`src/rtl/tx_arb_pkg.sv`:
```
package tx_arb_pkg;
  localparam int unsigned NUM_CH = 2;
  typedef enum logic [NUM_CH-1:0] {
    GS_IDLE = 2'b00,
    GS_CH0  = 2'b01,
    GS_CH1  = 2'b10
  } gnt_state_e;
endpackage

```
`src/rtl/tx_arb_grant_fsm.sv`:
```
module tx_arb_grant_fsm
  import tx_arb_pkg::*;
(
  input  logic              clk,
  input  logic              rst_n,
  input  logic [NUM_CH-1:0] act,
  input  logic [NUM_CH-1:0] hold,
  input  logic              preempt_en,
  input  logic              svc_opp,
  input  logic              commit1,
  output gnt_state_e        state_q,
  output logic              preempt_evt,
  output logic              rel0_evt
);
  gnt_state_e state_d;
  logic       held0;
  logic       held1;

  assign held0 = hold[0] & svc_opp;
  assign held1 = hold[1] & svc_opp;

  always_comb begin
    state_d     = state_q;
    preempt_evt = 1'b0;
    case (state_q)
      GS_IDLE: begin
        if (act[0])      state_d = GS_CH0;
        else if (act[1]) state_d = GS_CH1;
      end
      GS_CH0: begin
        if (!(act[0] || held0)) begin
          if (act[1]) state_d = GS_CH1;
          else        state_d = GS_IDLE;
        end
      end
      GS_CH1: begin
        if (!held1) begin
          if (!act[1]) begin
            state_d = act[0] ? GS_CH0 : GS_IDLE;
          end else if (act[0] && preempt_en && !commit1) begin
            state_d     = GS_CH0;
            preempt_evt = 1'b1;
          end
        end
      end
      default: state_d = GS_IDLE;
    endcase
  end

  assign rel0_evt = (state_q == GS_CH0) && (state_d != GS_CH0);

  always_ff @(posedge clk or negedge rst_n) begin
    if (!rst_n) state_q <= GS_IDLE;
    else        state_q <= state_d;
  end
endmodule

```
`src/rtl/tx_arb_preempt_ctl.sv`:
```
module tx_arb_preempt_ctl (
  input  logic clk,
  input  logic rst_n,
  input  logic preempt_evt,
  input  logic rel0_evt,
  output logic purge_q,
  output logic refetch_q,
  output logic pend_q
);
  logic purge_d;
  logic refetch_d;
  logic pend_d;
  logic pend_en;

  always_comb begin
    purge_d   = preempt_evt;
    refetch_d = pend_q & rel0_evt;
    pend_en   = preempt_evt | (pend_q & rel0_evt);
    pend_d    = preempt_evt;
  end

  always_ff @(posedge clk or negedge rst_n) begin
    if (!rst_n) begin
      purge_q   <= 1'b0;
      refetch_q <= 1'b0;
    end else begin
      purge_q   <= purge_d;
      refetch_q <= refetch_d;
    end
  end

  always_ff @(posedge clk or negedge rst_n) begin
    if (!rst_n)       pend_q <= 1'b0;
    else if (pend_en) pend_q <= pend_d;
  end
endmodule

```
`src/rtl/tx_arb_stage_gate.sv`:
```
module tx_arb_stage_gate
  import tx_arb_pkg::*;
#(
  parameter logic [NUM_CH-1:0] FORCE_MASK = 2'b01
) (
  input  logic [NUM_CH-1:0] act,
  input  logic [NUM_CH-1:0] stage_en,
  input  logic [NUM_CH-1:0] block,
  input  logic              svc_opp,
  output logic [NUM_CH-1:0] stage_ok
);
  for (genvar i = 0; i < NUM_CH; i++) begin : g_ch
    if (FORCE_MASK[i]) begin : g_forced
      assign stage_ok[i] = act[i] & ~block[i];
    end else begin : g_opt
      assign stage_ok[i] = act[i] & (stage_en[i] | svc_opp) & ~block[i];
    end
  end
endmodule

```
`src/rtl/tx_prio_arb.sv`:
```
module tx_prio_arb
  import tx_arb_pkg::*;
#(
  parameter logic [1:0] STAGE_FORCE_MASK = 2'b01
) (
  input  logic       clk,
  input  logic       rst_n,
  input  logic [1:0] req_act_i,
  input  logic [1:0] hold_i,
  input  logic       preempt_en_i,
  input  logic       stage1_en_i,
  input  logic       svc_opp_i,
  input  logic       commit1_i,
  output logic [1:0] grant_o,
  output logic       purge1_o,
  output logic       refetch1_o,
  output logic [1:0] stage_ok_o
);
  gnt_state_e state;
  logic       preempt_evt;
  logic       rel0_evt;
  logic       pend;

  tx_arb_grant_fsm u_fsm (
    .clk         (clk),
    .rst_n       (rst_n),
    .act         (req_act_i),
    .hold        (hold_i),
    .preempt_en  (preempt_en_i),
    .svc_opp     (svc_opp_i),
    .commit1     (commit1_i),
    .state_q     (state),
    .preempt_evt (preempt_evt),
    .rel0_evt    (rel0_evt)
  );

  tx_arb_preempt_ctl u_pre (
    .clk         (clk),
    .rst_n       (rst_n),
    .preempt_evt (preempt_evt),
    .rel0_evt    (rel0_evt),
    .purge_q     (purge1_o),
    .refetch_q   (refetch1_o),
    .pend_q      (pend)
  );

  tx_arb_stage_gate #(.FORCE_MASK(STAGE_FORCE_MASK)) u_stage (
    .act      (req_act_i),
    .stage_en ({stage1_en_i, 1'b0}),
    .block    ({pend, 1'b0}),
    .svc_opp  (svc_opp_i),
    .stage_ok (stage_ok_o)
  );

  assign grant_o = state;
endmodule

```
`config.mk`:
```
export PLATFORM = sky130hd
export DESIGN_NAME = tx_prio_arb
export DESIGN_NICKNAME = d
export VERILOG_FILES = /design/src/rtl/tx_arb_pkg.sv /design/src/rtl/tx_arb_grant_fsm.sv /design/src/rtl/tx_arb_preempt_ctl.sv /design/src/rtl/tx_arb_stage_gate.sv /design/src/rtl/tx_prio_arb.sv
export SDC_FILE = /design/constraint.sdc
export NUM_CORES = 1
export LEC_CHECK = 0
export CAP_MARGIN = 20
export CORE_AREA = 2 2 39 41
export CTS_BUF_LIST = sky130_fd_sc_hd__clkbuf_8
export CTS_CLUSTER_DIAMETER = 80
export DETAILED_ROUTE_END_ITERATION = 6
export DIE_AREA = 0 0 41 43
export GPL_ROUTABILITY_DRIVEN = 0
export SYNTH_ARGS = -nofsm -noshare
export SYNTH_HDL_FRONTEND = slang
export SYNTH_SLANG_ARGS = --single-unit
```
`constraint.sdc`:
```
create_clock -name clk -period 2.45 [get_ports clk]
set_input_delay 0.6125 -clock clk [delete_from_list [all_inputs] [get_ports clk]]
set_output_delay 0.6125 -clock clk [all_outputs]
set_load 0.02 [all_outputs]
```
### Yosys cells after proc, flatten, opt, wreduce, memory -nomap -nowiden

Cells that the tools add are included.

| word-level totals | value |
|---|---|
| register bits | 5 |
| input port bits | 10 |
| word-level logic and storage cells | 34 |

| operators by class | value |
|---|---|
| eq/ne operators | 3 |
| multiplexer cells | 13 |
| bitwise operators | 8 |
| reduce and logical (&&, ||, !) cells | 6 |

Operator list:

| operator | number |
|---|---|
| 2-bit 2-to-1 mux | 7 |
| 2-bit case mux with 3 select lines | 1 |
| 1-bit bitwise AND | 5 |
| 1-bit 2-to-1 mux | 5 |
| 1-bit logical AND | 3 |
| 2-bit by 1-bit == test with 1-bit output, second input constant | 1 |
| 2-bit == test, second input constant | 1 |
| 2-bit logical NOT | 1 |
| 2-bit by 1-bit inequality test with 1-bit output, second input constant | 1 |
| 1-bit OR | 2 |
| 1-bit logical NOT | 1 |
| 1-bit logical OR | 1 |
| 1-bit inverter | 1 |

### Longest topological paths before layout

Gate-level depths: netlist of the first run.

| logic depth | value |
|---|---|
| word-level depth | 10 |
| mapped depth | 3 |
| mapped depth without buffers | 3 |

### Cells and area by module

From an unflattened synthesis of the first run, not the netlist that was laid out.

| unflattened totals | value |
|---|---|
| cells, all modules | 26 |
| area, all modules | 270.3 um2 |

Modules (own cells, without submodules):

| module | instances | cells each | area an instance (um2) |
|---|---|---|---|
| tx_arb_grant_fsm | 1 | 16 | 150.1 |
| tx_arb_preempt_ctl | 1 | 6 | 93.8 |
| tx_arb_stage_gate | 1 | 3 | 22.5 |
| tx_prio_arb | 1 | 1 | 3.8 |

### Least setup slack after synthesis of the first run

Ideal clock, no wire load.

| timing path | value |
|---|---|
| kind | input to output |
| start | input svc_opp_i |
| end | output stage_ok_o[1] |
| arrival time | 0.889 ns |
| required time | 1.837 ns |
| setup slack | 0.949 ns |
| stages on the path | 1 |
| path buffers | 0 |
| cells stage by stage | o211a_1 |

| on the way | value |
|---|---|
| cells in the longest elaborated chain, start to end | 3 |

Ends and longest elaborated chain:

| item | line | text |
|---|---|---|
| start: declaration | tx_prio_arb.sv:12 | `input logic svc_opp_i,` |
| 1-bit OR | tx_arb_stage_gate.sv:16 | `assign stage_ok[i] = act[i] & (stage_en[i] \| svc_opp) & ~block[i];` |
| 1-bit bitwise AND (2 in a row) | tx_arb_stage_gate.sv:16 |  |
| end: declaration | tx_prio_arb.sv:17 | `output logic [1:0] stage_ok_o` |

Every way passes these cells.

### Worst setup path after layout of the first run

| timing path | value |
|---|---|
| start | input req_act_i[0] |
| end | output stage_ok_o[0] |

RTL lines:

| item | line | text |
|---|---|---|
| start: declaration | tx_prio_arb.sv:8 | `input logic [1:0] req_act_i,` |

No word-level cell between the ends.

==> results of run 1 <==
[timing repair]
| action | in CTS | in global routing |
|---|---|---|
| resized for setup | 1 | 0 |
| hold buffers | 0 | 0 |
| setup endpoints to repair | 1 | 0 |
[cells in the mapped netlist, drive strengths merged]
master / number
nor2: 2
o211a: 1
a211oi: 1
a31oi: 2
o21ai: 1
nand4b: 1
buf: 1
nor3b: 1
a21o: 2
nor4b: 1
inv: 2
nand2b: 1
dfrtp: 5
nand2: 3
nand3b: 3
[path summary, 6_finish.rpt]
kind                                       startpoint                    endpoint  slack [ns]  depth (start not counted)
min in group asynchronous                       rst_n  u_fsm.state_q[0]$_DFF_PN0_        0.61                          1
hold / removal               u_pre.pend_q$_DFFE_PN0P_    u_pre.pend_q$_DFFE_PN0P_        0.49                          1
max in group asynchronous                       rst_n   u_pre.refetch_q$_DFF_PN0_        1.65                          1
setup / recovery                         req_act_i[0]               stage_ok_o[0]        0.15                          2
setup reg to reg           u_fsm.state_q[0]$_DFF_PN0_  u_fsm.state_q[0]$_DFF_PN0_        1.44                          3
hold reg to reg              u_pre.pend_q$_DFFE_PN0P_    u_pre.pend_q$_DFFE_PN0P_        0.49                          1
[through the flow]
step	setup TNS, ns	hold slack (ns)
2_1_floorplan	0	0.317
3_3_place_gp	-0.0703	0.463
3_5_place_dp	-0.0728	0.474
4_1_cts	0	0.481
5_1_grt	0	0.508
6_report	0	0.488
[cells by family after synthesis]
kind of cell           after synthesis  synth area share, %
flip-flops                           5                 44.6
buffers and inverters                3                 5.36
AO/OA/AOI/OAI                        7                 17.9
AND/OR/NAND/NOR                     12                 32.1
[sequential cells by signal, indices dropped and copies added (netlist names)]
signal and cells:
u_pre.pend_q 1, u_pre.purge_q 1, u_fsm.state_q 2, u_pre.refetch_q 1
[power groups by stage]
stage	clock [mW]	sequential, mW	combinational [mW]
floorplan	0	0.119	0.0348
global placement	0	0.113	0.0917
detailed placement	0	0.113	0.0923
CTS	0.151	0.112	0.0912
global route	0.159	0.115	0.0978
finish	0.145	0.112	0.0901
[routing by layer]
metal	track usage (%)	vias up	wire, um
li1	-	138	-
met1	10.6	126	293
met2	14.4	13	315
met3	3.14	2	58
met4	10.0	0	9
met5	0	-	0
[cell type report]
| type | count | area [um^2] | area share (%) |
|---|---|---|---|
| clock buffers | 3 | 41.3 | 8.23 |
| repair buffers | 17 | 164 | 32.7 |
| clock inverters | 1 | 3.75 | 0.748 |
| multi-input cells | 19 | 140 | 27.9 |
| flip-flops and latches | 5 | 125 | 24.9 |
| well taps | 16 | 20.0 | 3.99 |
| inverters | 2 | 7.51 | 1.50 |
==> results.yml, run 1 <==
status:
  outcome: "finished clean"
detailed_routing:
  first_pass_iters: 3
  ant_nets: 0
  routedWlPerCell_um: 10.7
  drcViolationCount: 0
  drt-total-wl_um: 677
  num_vias: 279
  drtIter0Drc: 9
  vias_per_cell: 4.43
critical_path:
  critPathBufInv: 2
  cpLargestDelayFamily: "buffers and inverters"
  arrival_ns: 1.69
  critPathKind: "input port to output port"
  crit_fanout: 2
  start_kind: "input port"
  endpoint_kind: "output port"
  cp_common_cell: "clkdlybuf4s50_1"
  slowest_stage: "clkdlybuf4s50_1"
  worstPathRequired_ns: 1.84
  cpPeakStageDelay_ns: 0.60
  crit_chain: "clkdlybuf4s50_1, clkdlybuf4s50_1"
power:
  powerDensity_nw_per_um2: 691
  p_seq_share_pct: 32.2
  sw_frac_of_total_pct: 27.5
  ir_worst_vdd_uv: 195
  p_sw_uw: 95.3
  p_leak_nw: 0.229
  combinationalPowerShare_pct: 26.0
  power_uw: 347
  p_int_uw: 252
  pwr-share-clk_pct: 41.8
synth:
  netlist_instances: 27
  synthTopCellsByArea: "dfrtp_1, nor4b_4, nand3b_1"
  synth.distinct_cells: 16
  netlist_area_um2: 280
  avgSynthCellArea_um2: 10.4
  ys_warn_count: 0
  syn_nets: 37
  synth_top_area_share_pct: 44.6
  yosysTopAreaCell: "dfrtp_1"
  synth-seq-area-share_pct: 44.6
  ys_ff_latch: 5
die:
  dieWidth_um: 41
  row_count: 14
  ios: 16
  die_h_um: 43
  start_util_pct: 20.3
  core_area_um2: 1380
  die_area_um2: 1760
place:
  placed_cells: 59
  dpl-instance-area_um2: 458
  post-place-ws_ns: -0.0728
  dp_hpwl_um: 550
  io_buffers: 15
timing:
  setup_ws_ns: 0.152
  fmax_mhz: 435
  hold_viol: 0
  relSlewSlack_pct: 82.1
  skew_ns: 0.00168
  setup_viol: 0
  rsz0062_at_grt: "false"
  slew_viol_final: 0
  period_share_pct: 93.8
  fin_crit_ns: 2.30
  worst_pin_slew_ns: 0.269
clocking:
  cts.sinks: 5
  clock-root-buffer: "clkbuf_8"
  clockBufferDepth: 2
  cts_setup_buffers: 0
  cts_tree: "yes"
  clk_pin_slew_worst_paths_ns: 0.03
  cts_made_buffers: 3
  htreeDepth: 1
  clkLatencyLatePin_ns: 0.22
finish:
  most-common-layout-cells: "clkdlybuf4s50_1, dfrtp_1, inv_1, nand3b_1, clkbuf_8"
  areaGrowthSynthToFinish_pct: 79.0
  nets: 58
  fillers: 148
  drive_gt1_share_pct: 14.9
  fin_cells: 63
  post-route-util_pct: 36.3
  num_antenna_cells: 0
  final_cell_area_um2: 502
  final_common_cell: "clkdlybuf4s50_1"
grt:
  first_global_vias: 277
  grt_max_degree: 8
  grtUsageTotal_pct: 10.1
  antenna_found_initial: 0
  gr-total-overflow: 0
  grt_pass1_wl_um: 1130
job:
  cap_violations: 0
hold_path:
  min_path_type: "flip-flop to flip-flop"
Power figures use the tool's default switching activity.
==> inputs of run 2 (changes only) <==
--- a/config.mk
+++ b/config.mk
@@ -12,6 +12,7 @@
 export DETAILED_ROUTE_END_ITERATION = 6
 export DIE_AREA = 0 0 41 43
 export GPL_ROUTABILITY_DRIVEN = 0
+export REMOVE_ABC_BUFFERS = 1
 export SYNTH_ARGS = -nofsm -noshare
 export SYNTH_HDL_FRONTEND = slang
 export SYNTH_SLANG_ARGS = --single-unit
==> run 2 against run 1 <==
Combinational power rose by 1%. Fmax down 0.58%. Critical path depth stayed put. Sequential power hardly changed. Global-route usage decreased by 0.070 points. Utilization grew 0.54 points. Die area is the same. Largest cell class unchanged.
==> results.yml, run 2 (same netlist as run 1, synthesis figures left out) <==
status:
  outcome: "finished clean"
critical_path:
  critPathBufInv: 2
  crit_chain: "clkdlybuf4s50_1, clkdlybuf4s50_1"
  worstPathRequired_ns: 1.84
  cp-startpoint: "req_act_i[0]"
  cp_common_cell: "clkdlybuf4s50_1"
  critPathKind: "input port to output port"
  crit_fanout: 2
  cpLargestDelayFamily: "buffers and inverters"
  path_depth: 2
  cpPeakStageDelay_ns: 0.61
  slowest_stage: "clkdlybuf4s50_1"
  timing.rr.start: "u_fsm.state_q[0]$_DFF_PN0_"
  rr_worst_depth: 3
  start_kind: "input port"
  arrival_ns: 1.70
  endpoint_kind: "output port"
timing:
  period_share_pct: 94.3
  worst_pin_slew_ns: 0.257
  rsz0062_at_grt: "false"
  fin_crit_ns: 2.31
  hold_viol: 0
  setup_viol: 0
  setup_ws_ns: 0.139
  setup_tns_ns: 0
  fmax_mhz: 433
  slew_viol_final: 0
  relSlewSlack_pct: 82.9
  skew_ns: 0.00367
power:
  p_seq_share_pct: 31.7
  powerDensity_nw_per_um2: 684
  pwr-share-clk_pct: 42.2
  p_leak_nw: 0.234
  combinationalPowerShare_pct: 26.1
  p_int_uw: 253
  power_uw: 348
  ir_worst_vdd_uv: 408
  sw_frac_of_total_pct: 27.4
  p_sw_uw: 95.6
clocking:
  clockBufferDepth: 2
  htreeDepth: 1
  clock-root-buffer: "clkbuf_8"
  cts.sinks: 5
  cts_tree: "yes"
  holdBufCountCts: 0
  cts_made_buffers: 3
  clkLatencyLatePin_ns: 0.22
  clk_pin_slew_worst_paths_ns: 0.04
place:
  io_buffers: 15
  dp_hpwl_um: 565
  post-place-ws_ns: -0.00960
  dpl-instance-area_um2: 465
detailed_routing:
  num_vias: 284
  drt-total-wl_um: 686
  drcViolationCount: 0
  ant_nets: 0
  vias_per_cell: 4.44
  drtIter0Drc: 5
  routedWlPerCell_um: 10.7
  first_pass_iters: 4
finish:
  nets: 59
  final_cell_area_um2: 509
  areaGrowthSynthToFinish_pct: 81.7
  num_antenna_cells: 0
  fillers: 144
  largest_register_ffs: 2
  final_common_cell: "clkdlybuf4s50_1"
  drive_gt1_share_pct: 16.7
  largest_register: "u_fsm.state_q"
  most-common-layout-cells: "clkdlybuf4s50_1, dfrtp_1"
grt:
  grtUsageTotal_pct: 9.98
  antenna_found_initial: 0
  grt_max_degree: 8
  first_global_vias: 270
  grt_pass1_wl_um: 1100
  gr-total-overflow: 0
die:
  start_util_pct: 20.3
  die_area_um2: 1760
  core_area_um2: 1380
  ios: 16
  dieWidth_um: 41
  die_h_um: 43
  row_count: 14
hold_path:
  min_from: "u_pre.pend_q$_DFFE_PN0P_"
  min_path_type: "flip-flop to flip-flop"
  hold_depth: 1
job:
  cap_violations: 0
[run 2: changes by cell type in the layout (fill, tap and decap cells not counted)]
cell,previous run,this run
buf_4,2,3
[run 2: stage by stage]
| stage | utilization, % | hold slack (ns) | std cells |
|---|---|---|---|
| 2_1_floorplan | - | 0.317 | 26 |
| 6_report | 36.8 | 0.470 | 64 |
| 3_5_place_dp | 33.6 | 0.467 | 60 |
| 3_3_place_gp | 33.6 | 0.462 | 60 |
| 4_1_cts | 36.8 | 0.474 | 64 |
| 5_1_grt | 36.8 | 0.507 | 64 |
[run 2: repair_timing]
| item | in CTS | in global routing |
|---|---|---|
| hold endpoints to repair | 0 | 0 |
| endpoints found under the setup margin | 1 | 0 |
| gates resized for setup | 1 | 0 |
| setup buffers | 0 | 0 |
[run 2: metal layers]
layer | up-vias | share of wire (%) | GRT usage [%]
met1 | 132 | 43 | 12.1
met4 | 0 | 0 | 4.00
li1 | 140 | - | -
met2 | 12 | 47 | 12.8
met5 | - | 0 | 0
met3 | 0 | 9.8 | 7.85
[run 2: power by group through the flow]
stage	Combinational (mW)	Clock [mW]	Sequential [mW]
after detailed placement	0.0933	0	0.112
after floorplan	0.0324	0	0.119
after global placement	0.0929	0	0.112
final	0.0910	0.147	0.110
after CTS	0.0921	0.150	0.111
after global routing	0.0994	0.161	0.114
[run 2: path summary, 6_finish.rpt]
kind | slack [ns] | endpoint
setup / recovery | 0.14 | stage_ok_o[0]
hold / removal | 0.47 | u_pre.pend_q$_DFFE_PN0P_
setup reg to reg | 1.43 | u_fsm.state_q[0]$_DFF_PN0_
hold reg to reg | 0.47 | u_pre.pend_q$_DFFE_PN0P_
max in group asynchronous | 1.65 | u_fsm.state_q[1]$_DFF_PN0_
min in group asynchronous | 0.61 | u_pre.purge_q$_DFF_PN0_
[run 2: cell type report]
cell class	instances	area [um^2]	share of cell area, %
timing repair buffer	18	171	33.7
multi-input combinational	19	140	27.5
sequential	5	125	24.6
clock buffer	3	41.3	8.11
tap	16	20.0	3.93
inverter	2	7.51	1.47
clock inverter	1	3.75	0.737
